## config.mk

```make
export PLATFORM = sky130hd
export DESIGN_NAME = cache_range_engine
export DESIGN_NICKNAME = d
export VERILOG_FILES = /design/src/rtl/crme_pkg.sv /design/src/rtl/crme_arm.sv /design/src/rtl/crme_walker.sv /design/src/rtl/cache_range_engine.sv
export SDC_FILE = /design/constraint.sdc
export NUM_CORES = 1
export LEC_CHECK = 0
export CORE_MARGIN = 3
export CORE_UTILIZATION = 50
export DETAILED_ROUTE_END_ITERATION = 10
export PLACE_DENSITY = 0.72
export SLEW_MARGIN = 40
export SYNTH_ARGS = -nofsm -noshare
export SYNTH_HDL_FRONTEND = slang
export SYNTH_SLANG_ARGS = --single-unit
```

## constraint.sdc

```tcl
create_clock -name clk -period 7.2 [get_ports clk]
set_input_delay 1.44 -clock clk [delete_from_list [all_inputs] [get_ports clk]]
set_output_delay 1.44 -clock clk [all_outputs]
set_load 0.02 [all_outputs]
```

## src/rtl/crme_pkg.sv

```systemverilog
package crme_pkg;

  typedef enum logic [2:0] {
    K_SET_START  = 3'd0,
    K_END_CLEAN  = 3'd1,
    K_END_INV    = 3'd2,
    K_LINE_CLEAN = 3'd3,
    K_LINE_INV   = 3'd4,
    K_LINE_CINV  = 3'd5,
    K_INV_ALL    = 3'd6
  } req_kind_e;

  typedef enum logic [1:0] {
    OP_CLEAN     = 2'd0,
    OP_INV       = 2'd1,
    OP_CLEAN_INV = 2'd2,
    OP_INV_ALL   = 2'd3
  } line_op_e;

endpackage

```

## src/rtl/crme_arm.sv

```systemverilog
// Request decoder: holds the armed start line and judges range legality.
module crme_arm
  import crme_pkg::*;
#(
  parameter int AW        = 32,
  parameter int LINE_BITS = 5,
  parameter int PAGE_BITS = 12
) (
  input  logic          clk,
  input  logic          rst_n,
  input  logic          accept,
  input  logic [2:0]    kind,
  input  logic [AW-1:0] addr,
  output logic          go,
  output line_op_e      go_op,
  output logic [AW-1:0] go_first,
  output logic [AW-1:0] go_last,
  output logic          bad,
  output logic          range_end
);

  logic [AW-1:0] start_q, start_d;
  logic          armed_q, armed_d;
  logic          en;
  logic [AW-1:0] line;
  logic          same_page;
  logic          ordered;

  assign line      = {addr[AW-1:LINE_BITS], {LINE_BITS{1'b0}}};
  assign same_page = (line[AW-1:PAGE_BITS] == start_q[AW-1:PAGE_BITS]);
  assign ordered   = (line >= start_q);

  always_comb begin
    go        = 1'b0;
    bad       = 1'b0;
    range_end = 1'b0;
    go_op     = OP_CLEAN;
    go_first  = line;
    go_last   = line;
    start_d   = start_q;
    armed_d   = armed_q;
    en        = 1'b0;
    if (accept) begin
      case (req_kind_e'(kind))
        K_SET_START: begin
          start_d = line;
          armed_d = 1'b1;
          en      = 1'b1;
        end
        K_END_CLEAN, K_END_INV: begin
          range_end = 1'b1;
          armed_d   = 1'b0;
          en        = 1'b1;
          go_first  = start_q;
          go_op     = (req_kind_e'(kind) == K_END_INV) ? OP_INV : OP_CLEAN;
          if (armed_q && same_page && ordered) go = 1'b1;
          else                                 bad = 1'b1;
        end
        K_LINE_CLEAN: begin
          go    = 1'b1;
          go_op = OP_CLEAN;
        end
        K_LINE_INV: begin
          go    = 1'b1;
          go_op = OP_INV;
        end
        K_LINE_CINV: begin
          go    = 1'b1;
          go_op = OP_CLEAN_INV;
        end
        K_INV_ALL: begin
          go       = 1'b1;
          go_op    = OP_INV_ALL;
          go_first = '0;
          go_last  = '0;
        end
        default: ;
      endcase
    end
  end

  always_ff @(posedge clk or negedge rst_n) begin
    if (!rst_n) begin
      start_q <= '0;
      armed_q <= 1'b0;
    end else if (en) begin
      start_q <= start_d;
      armed_q <= armed_d;
    end
  end

  // a launch and a refusal never happen together
  p_go_bad_excl_r6: assert property (@(posedge clk) disable iff (!rst_n)
    $onehot0({go, bad}));

  // a launched range stays inside one page
  p_launch_in_page_r6: assert property (@(posedge clk) disable iff (!rst_n)
    (go && range_end) |-> (go_first[AW-1:PAGE_BITS] == go_last[AW-1:PAGE_BITS]));

  // a range end disarms the start
  p_disarm_r8: assert property (@(posedge clk) disable iff (!rst_n)
    range_end |=> !armed_q);

endmodule

```

## src/rtl/crme_walker.sv

```systemverilog
// Walks line addresses from first to last with one handshake per line.
module crme_walker
  import crme_pkg::*;
#(
  parameter int AW        = 32,
  parameter int LINE_BITS = 5
) (
  input  logic          clk,
  input  logic          rst_n,
  input  logic          go,
  input  line_op_e      go_op,
  input  logic [AW-1:0] go_first,
  input  logic [AW-1:0] go_last,
  input  logic          cmd_ready,
  output logic          busy,
  output logic          cmd_valid,
  output line_op_e      cmd_op,
  output logic [AW-1:0] cmd_addr
);

  localparam logic [AW-1:0] STEP = AW'(1) << LINE_BITS;

  typedef enum logic {W_IDLE, W_RUN} wstate_e;

  wstate_e       state_q, state_d;
  logic [AW-1:0] cur_q, cur_d;
  logic [AW-1:0] last_q, last_d;
  line_op_e      op_q, op_d;
  logic          en;
  logic          xfer;
  logic          at_end;

  assign xfer   = (state_q == W_RUN) && cmd_ready;
  assign at_end = (cur_q == last_q);

  always_comb begin
    state_d = state_q;
    cur_d   = cur_q;
    last_d  = last_q;
    op_d    = op_q;
    en      = 1'b0;
    if (go) begin
      state_d = W_RUN;
      cur_d   = go_first;
      last_d  = go_last;
      op_d    = go_op;
      en      = 1'b1;
    end else if (xfer) begin
      en = 1'b1;
      if (at_end) state_d = W_IDLE;
      else        cur_d   = cur_q + STEP;
    end
  end

  always_ff @(posedge clk or negedge rst_n) begin
    if (!rst_n) begin
      state_q <= W_IDLE;
      cur_q   <= '0;
      last_q  <= '0;
      op_q    <= OP_CLEAN;
    end else if (en) begin
      state_q <= state_d;
      cur_q   <= cur_d;
      last_q  <= last_d;
      op_q    <= op_d;
    end
  end

  assign busy      = (state_q == W_RUN);
  assign cmd_valid = (state_q == W_RUN);
  assign cmd_op    = op_q;
  assign cmd_addr  = cur_q;

  // launches only reach an idle walker
  p_go_when_idle_r12: assert property (@(posedge clk) disable iff (!rst_n)
    go |-> !busy);

  // a waiting command holds address and op
  p_hold_r4: assert property (@(posedge clk) disable iff (!rst_n)
    (cmd_valid && !cmd_ready) |=> (cmd_valid && $stable(cmd_addr) && $stable(cmd_op)));

  // after a non-final handshake the next line is one step higher
  p_step_r3: assert property (@(posedge clk) disable iff (!rst_n)
    (cmd_valid && cmd_ready && (cmd_addr != last_q)) |=>
      (cmd_valid && (cmd_addr == $past(cmd_addr) + STEP)));

  // the walk only ends right after a handshake
  p_end_on_ack_r5: assert property (@(posedge clk) disable iff (!rst_n)
    $fell(busy) |-> $past(cmd_valid && cmd_ready));

  // the walk never passes its last line
  p_bound_r3: assert property (@(posedge clk) disable iff (!rst_n)
    cmd_valid |-> (cmd_addr <= last_q));

endmodule

```

## src/rtl/cache_range_engine.sv

```systemverilog
module cache_range_engine
  import crme_pkg::*;
#(
  parameter int AW         = 32,
  parameter int LINE_BYTES = 32,
  parameter int PAGE_BYTES = 4096
) (
  input  logic          clk,
  input  logic          rst_n,
  input  logic          req_valid,
  input  logic [2:0]    req_kind,
  input  logic [AW-1:0] req_addr,
  output logic          stall,
  output logic          err,
  output logic          cmd_valid,
  output logic [1:0]    cmd_op,
  output logic [AW-1:0] cmd_addr,
  input  logic          cmd_ready
);

  localparam int LINE_BITS = $clog2(LINE_BYTES);
  localparam int PAGE_BITS = $clog2(PAGE_BYTES);

  logic          accept;
  logic          go_w;
  line_op_e      go_op_w;
  logic [AW-1:0] go_first_w;
  logic [AW-1:0] go_last_w;
  logic          bad_w;
  logic          range_end_w;
  logic          busy_w;
  line_op_e      op_w;
  logic          err_q, err_d;

  assign accept = req_valid && !busy_w;

  crme_arm #(
    .AW(AW), .LINE_BITS(LINE_BITS), .PAGE_BITS(PAGE_BITS)
  ) u_arm (
    .clk       (clk),
    .rst_n     (rst_n),
    .accept    (accept),
    .kind      (req_kind),
    .addr      (req_addr),
    .go        (go_w),
    .go_op     (go_op_w),
    .go_first  (go_first_w),
    .go_last   (go_last_w),
    .bad       (bad_w),
    .range_end (range_end_w)
  );

  crme_walker #(
    .AW(AW), .LINE_BITS(LINE_BITS)
  ) u_walk (
    .clk       (clk),
    .rst_n     (rst_n),
    .go        (go_w),
    .go_op     (go_op_w),
    .go_first  (go_first_w),
    .go_last   (go_last_w),
    .cmd_ready (cmd_ready),
    .busy      (busy_w),
    .cmd_valid (cmd_valid),
    .cmd_op    (op_w),
    .cmd_addr  (cmd_addr)
  );

  always_comb begin
    err_d = err_q;
    if (range_end_w) err_d = bad_w;
  end

  always_ff @(posedge clk or negedge rst_n) begin
    if (!rst_n)           err_q <= 1'b0;
    else if (range_end_w) err_q <= err_d;
  end

  assign stall  = busy_w;
  assign err    = err_q;
  assign cmd_op = op_w;

  // a fresh error never comes with activity
  p_err_quiet_r6: assert property (@(posedge clk) disable iff (!rst_n)
    $rose(err) |-> (!stall && !cmd_valid));

  // nothing is launched while the requester is held
  p_ignore_busy_r12: assert property (@(posedge clk) disable iff (!rst_n)
    stall |-> !go_w);

  // err changes only on a range end
  p_err_source_r9: assert property (@(posedge clk) disable iff (!rst_n)
    !range_end_w |=> $stable(err));

endmodule

```

# After elaboration in Yosys (flattened, before gate mapping)
# Cells that the tools add are included.
[classes]
n_lt_le_gt_ge = 1
reduce_logical = 17
add_sub_neg = 1
muxes = 26
eq_ne = 9
[op_table]
columns = ["op", "count"]
rows = [
  ["2-to-1 mux 32 bit", 6],
  ["case mux 32 bit (2 select lines)", 1],
  ["adder 32 x 6 -> 32 bit, second input constant", 1],
  ["== test 32 bit", 1],
  [">= comparator 32 bit", 1],
  ["== test 20 bit", 1],
  ["2-to-1 mux 1 bit", 15],
  ["AND reduction 3 bit", 4],
  ["== test 3 bit, second input constant", 3],
  ["case mux 2 bit (4 select lines)", 1],
  ["== test 3 x 2 -> 1 bit, second input constant", 2],
  ["nonzero test 2 bit", 3],
  ["logical AND 1 bit", 4],
  ["case mux 1 bit (2 select lines)", 2],
  ["OR reduction 4 bit", 1],
  ["== test 3 x 1 -> 1 bit, second input constant", 1],
  ["logical NOT 3 bit", 1],
  ["OR reduction 3 bit", 1],
  ["2-to-1 mux 2 bit", 1],
  ["inequality test 2 bit, second input constant", 1],
  ["AND reduction 2 bit", 1],
  ["OR reduction 2 bit", 1],
  ["logical NOT 1 bit", 1],
]
[totals]
reg_bits = 96
wordCells = 61
out_inout_bits = 37
input_bits = 39

# Longest topological paths before layout
[depth]
word_depth = 8
depth_mapped = 11

# Modules after synthesis
# A second synthesis with hierarchy kept.
[unflattened]
cells_unflattened = 581
area_unflattened_um2 = 5913.2
[modules_own_cells]
columns = ["mod", "seq_area_each_um2", "cells_each", "area_per_inst_um2", "n_inst"]
rows = [
  ["crme_walker", 1676.6, 315, 3525.9, 1],
  ["crme_arm", 700.7, 263, 2341.0, 1],
  ["cache_range_engine", 25.0, 3, 46.3, 1],
]

# Least setup slack after synthesis
# OpenSTA, ideal clock, no wires.
[synth_path]
path_type = "input port to flip-flop"
from = "input port req_addr[23]"
to = "register u_walk.cur_q[27] (netlist: u_walk.cmd_addr[27])"
required_ns = 7.063
setup_time_ns = 0.137
cell_stages = 10
arrival_time_ns = 3.259
setup_slack_ns = 3.804
path_buffers = 2
path_cell_list = "ha_1 > nand4_1 > nor4_2 > nand4_1 > a211oi_2 > a211oi_2 > buf_2 > buf_4 > a221oi_1 > a21oi_1"
[synth_between]
elab_chain_cells = 8
word_cells_on_any_way = 12
cone_classes = "order compare (1); eq/ne (2); mux (5); reduce/logical (4)"
[synth_rtl]
columns = ["element", "line_no", "rtl"]
rows = [
  ["start, declared", "cache_range_engine.sv:12", "input logic [AW-1:0] req_addr,"],
  ["parallel branches: the longest is 2 deep, another holds >= comparator 32 bit", "n/a", ""],
  ["logical AND 1 bit *", "crme_arm.sv:56", "if (armed_q && same_page && ordered) go = 1'b1;"],
  ["2-to-1 mux 1 bit *", "crme_arm.sv:56", ""],
  ["case mux 1 bit (2 select lines) *", "crme_arm.sv:44", "case (req_kind_e'(kind))"],
  ["2-to-1 mux 1 bit *", "crme_arm.sv:43", "if (accept) begin"],
  ["inequality test 2 bit (no source line) (tied with other cells)", "n/a", ""],
  ["AND reduction 3 bit (no source line)", "n/a", ""],
  ["end signal, assigned", "crme_walker.sv:63", "cur_q <= cur_d;"],
  ["end, declared", "crme_walker.sv:26", "logic [AW-1:0] cur_q, cur_d;"],
]
# Mark *: on every way between the ends.
# A chain may end at the register's enable or synchronous reset.

# Worst setup path in the final report
[layout_path]
from = "input port req_addr[23]"
to = "register u_walk.cur_q[18] (netlist: u_walk.cmd_addr[18])"
# Same word-level chain as after synthesis.

==> out/metrics.yaml <==
synth:
  synth_area_leader_cell: "dfrtp_1"
  synth_top_flop_cell: "dfrtp_1"
  synth.distinct_cells: 47
  yosysTopAreaCellShare: 0.432
  synth.cell_area_um2: 4980
  synth-async-reset-ratio: 1.00
  ys_ff_latch: 86
  synthTopCellsByArea: "dfrtp_1 (43%), nand2_1 (7.5%), ha_1 (7.0%)"
  synth_area_per_cell_um2: 9.06
  synth_edf_count: 0
  seq_area_frac_synth: 0.432
  netlist_instances: 550
  ys_warn_count: 0
min_path:
  min_to: "u_walk.cmd_op[1]$_DFFE_PN0P_"
  hp-class: "reg2reg"
  hold_path_depth: 2
  hp-start: "u_walk.cmd_op[1]$_DFFE_PN0P_"
layout:
  syn2layout_area_growth_pct: 19.9
  nets: 667
  antenna_cells: 0
  postLayoutCoreUtil: 0.632
  layout-drive-gt1-share: 0.0612
floorplanning:
  dieWidth_um: 106
  ios: 76
  die_h_um: 106
  die_area_um2: 11200
  rows: 35
  initial_core_util: 0.527
  core_um2: 9460
clocking:
  h-tree-depth: 3
  clock_sinks: 86
  clockRootBuffer: "clkbuf_8"
  hold_buffers: 0
  clockBufferDepth: 2
  numCtsBuffers: 9
  clk_pin_slew_ps: 90
  cts_resized: 0
  postCtsSetupRepairBufs: 0
  clock_latency_ps: 370
  cts_tree: "yes"
global_route:
  grt_pass1_vias: 3930
  grt_max_degree: 89
  grt_use_total: 0.236
  gr-total-overflow: 0
  grt_antenna_before_repair: 0
  grt_pass1_wl_um: 20700
sta:
  setup_ws_ps: 3040
  finClkSkew_ps: 12.5
  setup_tns_ps: 0
  drv_slew: 0
  finalHoldViolations: 0
  final-setup-viol-count: 0
  max_freq_ghz: 0.240
  fin_crit_sh: 0.578
  maxSlewHeadroom: 0.493
  min_period_ps: 4160
  tightest_slew_ps: 758
  rsz0062_at_grt: "false"
run_status:
  status: "finished clean"
setup_path:
  regToRegSetupSlack_ps: 4200
  startpoint_type: "input port"
  path_class: "in2reg"
  r2r_end: "u_walk.cmd_addr[18]$_DFFE_PN0P_"
  reg2reg_depth: 8
  cp_slowest_stage_delay_ps: 540
  cpMostUsedCell: "nand4_1"
  cpMaxStageDelayCell: "a221oi_1"
  endpoint_kind: "flop"
  critPathTopFamily: "compound AO/OA/AOI/OAI gates"
  worstPathBufferInverterCount: 2
  r2r-start: "u_walk.busy$_DFFE_PN0P_"
  crit_chain: "clkdlybuf4s50_1 -> ha_1 -> nand4_1 -> nor4_2 -> nand4_1 -> a211oi_2 -> a211oi_4 -> buf_4 -> a221oi_1 -> a221oi_2"
  cp.required_ps: 7410
  arrival_ps: 4370
  path_max_fanout: 11
  cp.depth: 10
place:
  place.port_buffers: 65
  hpwl_um: 9560
  dp_slack_ps: 2710
  place.gp.congestion: 0.928
route:
  drc: 0
  dr.pass1.iters: 5
  wl_per_cell_um: 17.3
  via_count: 4206
  drt-total-wl_um: 12700
  ant_nets: 0
  drtIter0Drc: 272
  vias_per_cell: 5.73
power_and_ir_drop:
  power-per-cell-area_nw_per_um2: 398
  vdd_drop_max_mv: 0.147
  p_leak_nw: 2.58
flow_run:
  drv_cap: 0
==> routing by layer <==
metal	vias up	share of wire	GRT usage
li1	2047	-	-
met1	1994	0.47	0.354
met2	147	0.45	0.355
met3	18	0.069	0.0410
met4	0	0.014	0.0611
met5	-	0	0
==> cells by family after synthesis <==
family	share of synthesized area
and+or+nand+nor	0.166
muxes	0.00728
other	0.000752
xor gates and xnor gates	0.0808
AOI/OAI and AO/OA	0.188
DFF	0.432
buffers and inverters	0.0550
adders and majority gates	0.0703
==> final cells by class <==
type / count / area, µm²
sequential: 86 / 2150
clock buffer: 11 / 151
multi-input combinational: 405 / 2590
inverter: 28 / 105
fill: 796 / 3480
tap: 129 / 161
timing repair buffer: 70 / 712
clock inverter: 5 / 104
==> where the power goes <==
part	switching, mW	leakage [nW]	internal (mW)
combinational	0.521	1.45	0.465
clock	0.185	0.130	0.250
sequential	0.237	1.01	0.719
==> flip-flops by register name, summed over array words and instances, names as in the netlist <==
signal and count:
u_walk.busy 1, err 1, u_arm.armed_q 1, u_walk.last_q 27
u_walk.cmd_addr 27, u_arm.start_q 27, u_walk.cmd_op 2
==> placed cells by master (no fill, tap or decap), types with 5 or more instances in the layout <==
master           instances
a211oi_1                 5
a21oi_1                 32
a221oi_1                22
a22oi_1                  7
clkbuf_8                12
clkdlybuf4s50_1         64
conb_1                   5
dfrtp_1                 86
ha_1                    28
inv_1                   28
nand2_1                 99
nand3_1                  9
nand4_1                 12
nor2_1                  17
nor3_1                   8
nor4_1                   9
o21ai_0                 59
xnor2_1                 11
xor2_1                  35
==> how the worst max path moves through the flow <==
| stage | start | endpoint |
|---|---|---|
| finish | req_addr[23] | u_walk.cmd_addr[18]$_DFFE_PN0P_ |
| global route | req_addr[23] | u_walk.cmd_addr[19]$_DFFE_PN0P_ |
| CTS | req_addr[23] | u_walk.cmd_addr[14]$_DFFE_PN0P_ |
| detailed placement | req_addr[23] | u_walk.cmd_addr[14]$_DFFE_PN0P_ |
| global placement | req_addr[25] | u_walk.cmd_addr[15]$_DFFE_PN0P_ |
| floorplan | req_addr[23] | u_walk.cmd_addr[27]$_DFFE_PN0P_ |
==> stage by stage <==
step | total power, mW | cell area, µm² | hold WS (ps) | instances
2_1_floorplan | 1.55 | 5000 | 464 | 554
3_3_place_gp | 1.90 | 5680 | 462 | 715
3_5_place_dp | 1.95 | 5720 | 470 | 718
4_1_cts | 2.38 | 5970 | 491 | 734
5_1_grt | 2.55 | 5970 | 535 | 734
6_report | 2.38 | 5970 | 486 | 734
==> cells in the mapped netlist (11+ instances only) <==
cell type,count
a21oi_1,32
a221oi_1,22
clkbuf_1,17
dfrtp_1,86
ha_1,28
inv_1,28
nand2_1,99
nand4_1,12
nor2_1,17
o21ai_0,59
xnor2_1,11
xor2_1,35
==> worst reg2reg max path, delay by kind of cell, from the launching register on <==
kind | cells | cell delay, ps
flops | 1 | 450
simple gates | 3 | 1230
buf+inv | 1 | 210
compound gates | 4 | 950
(Power assumes the default switching activity.)
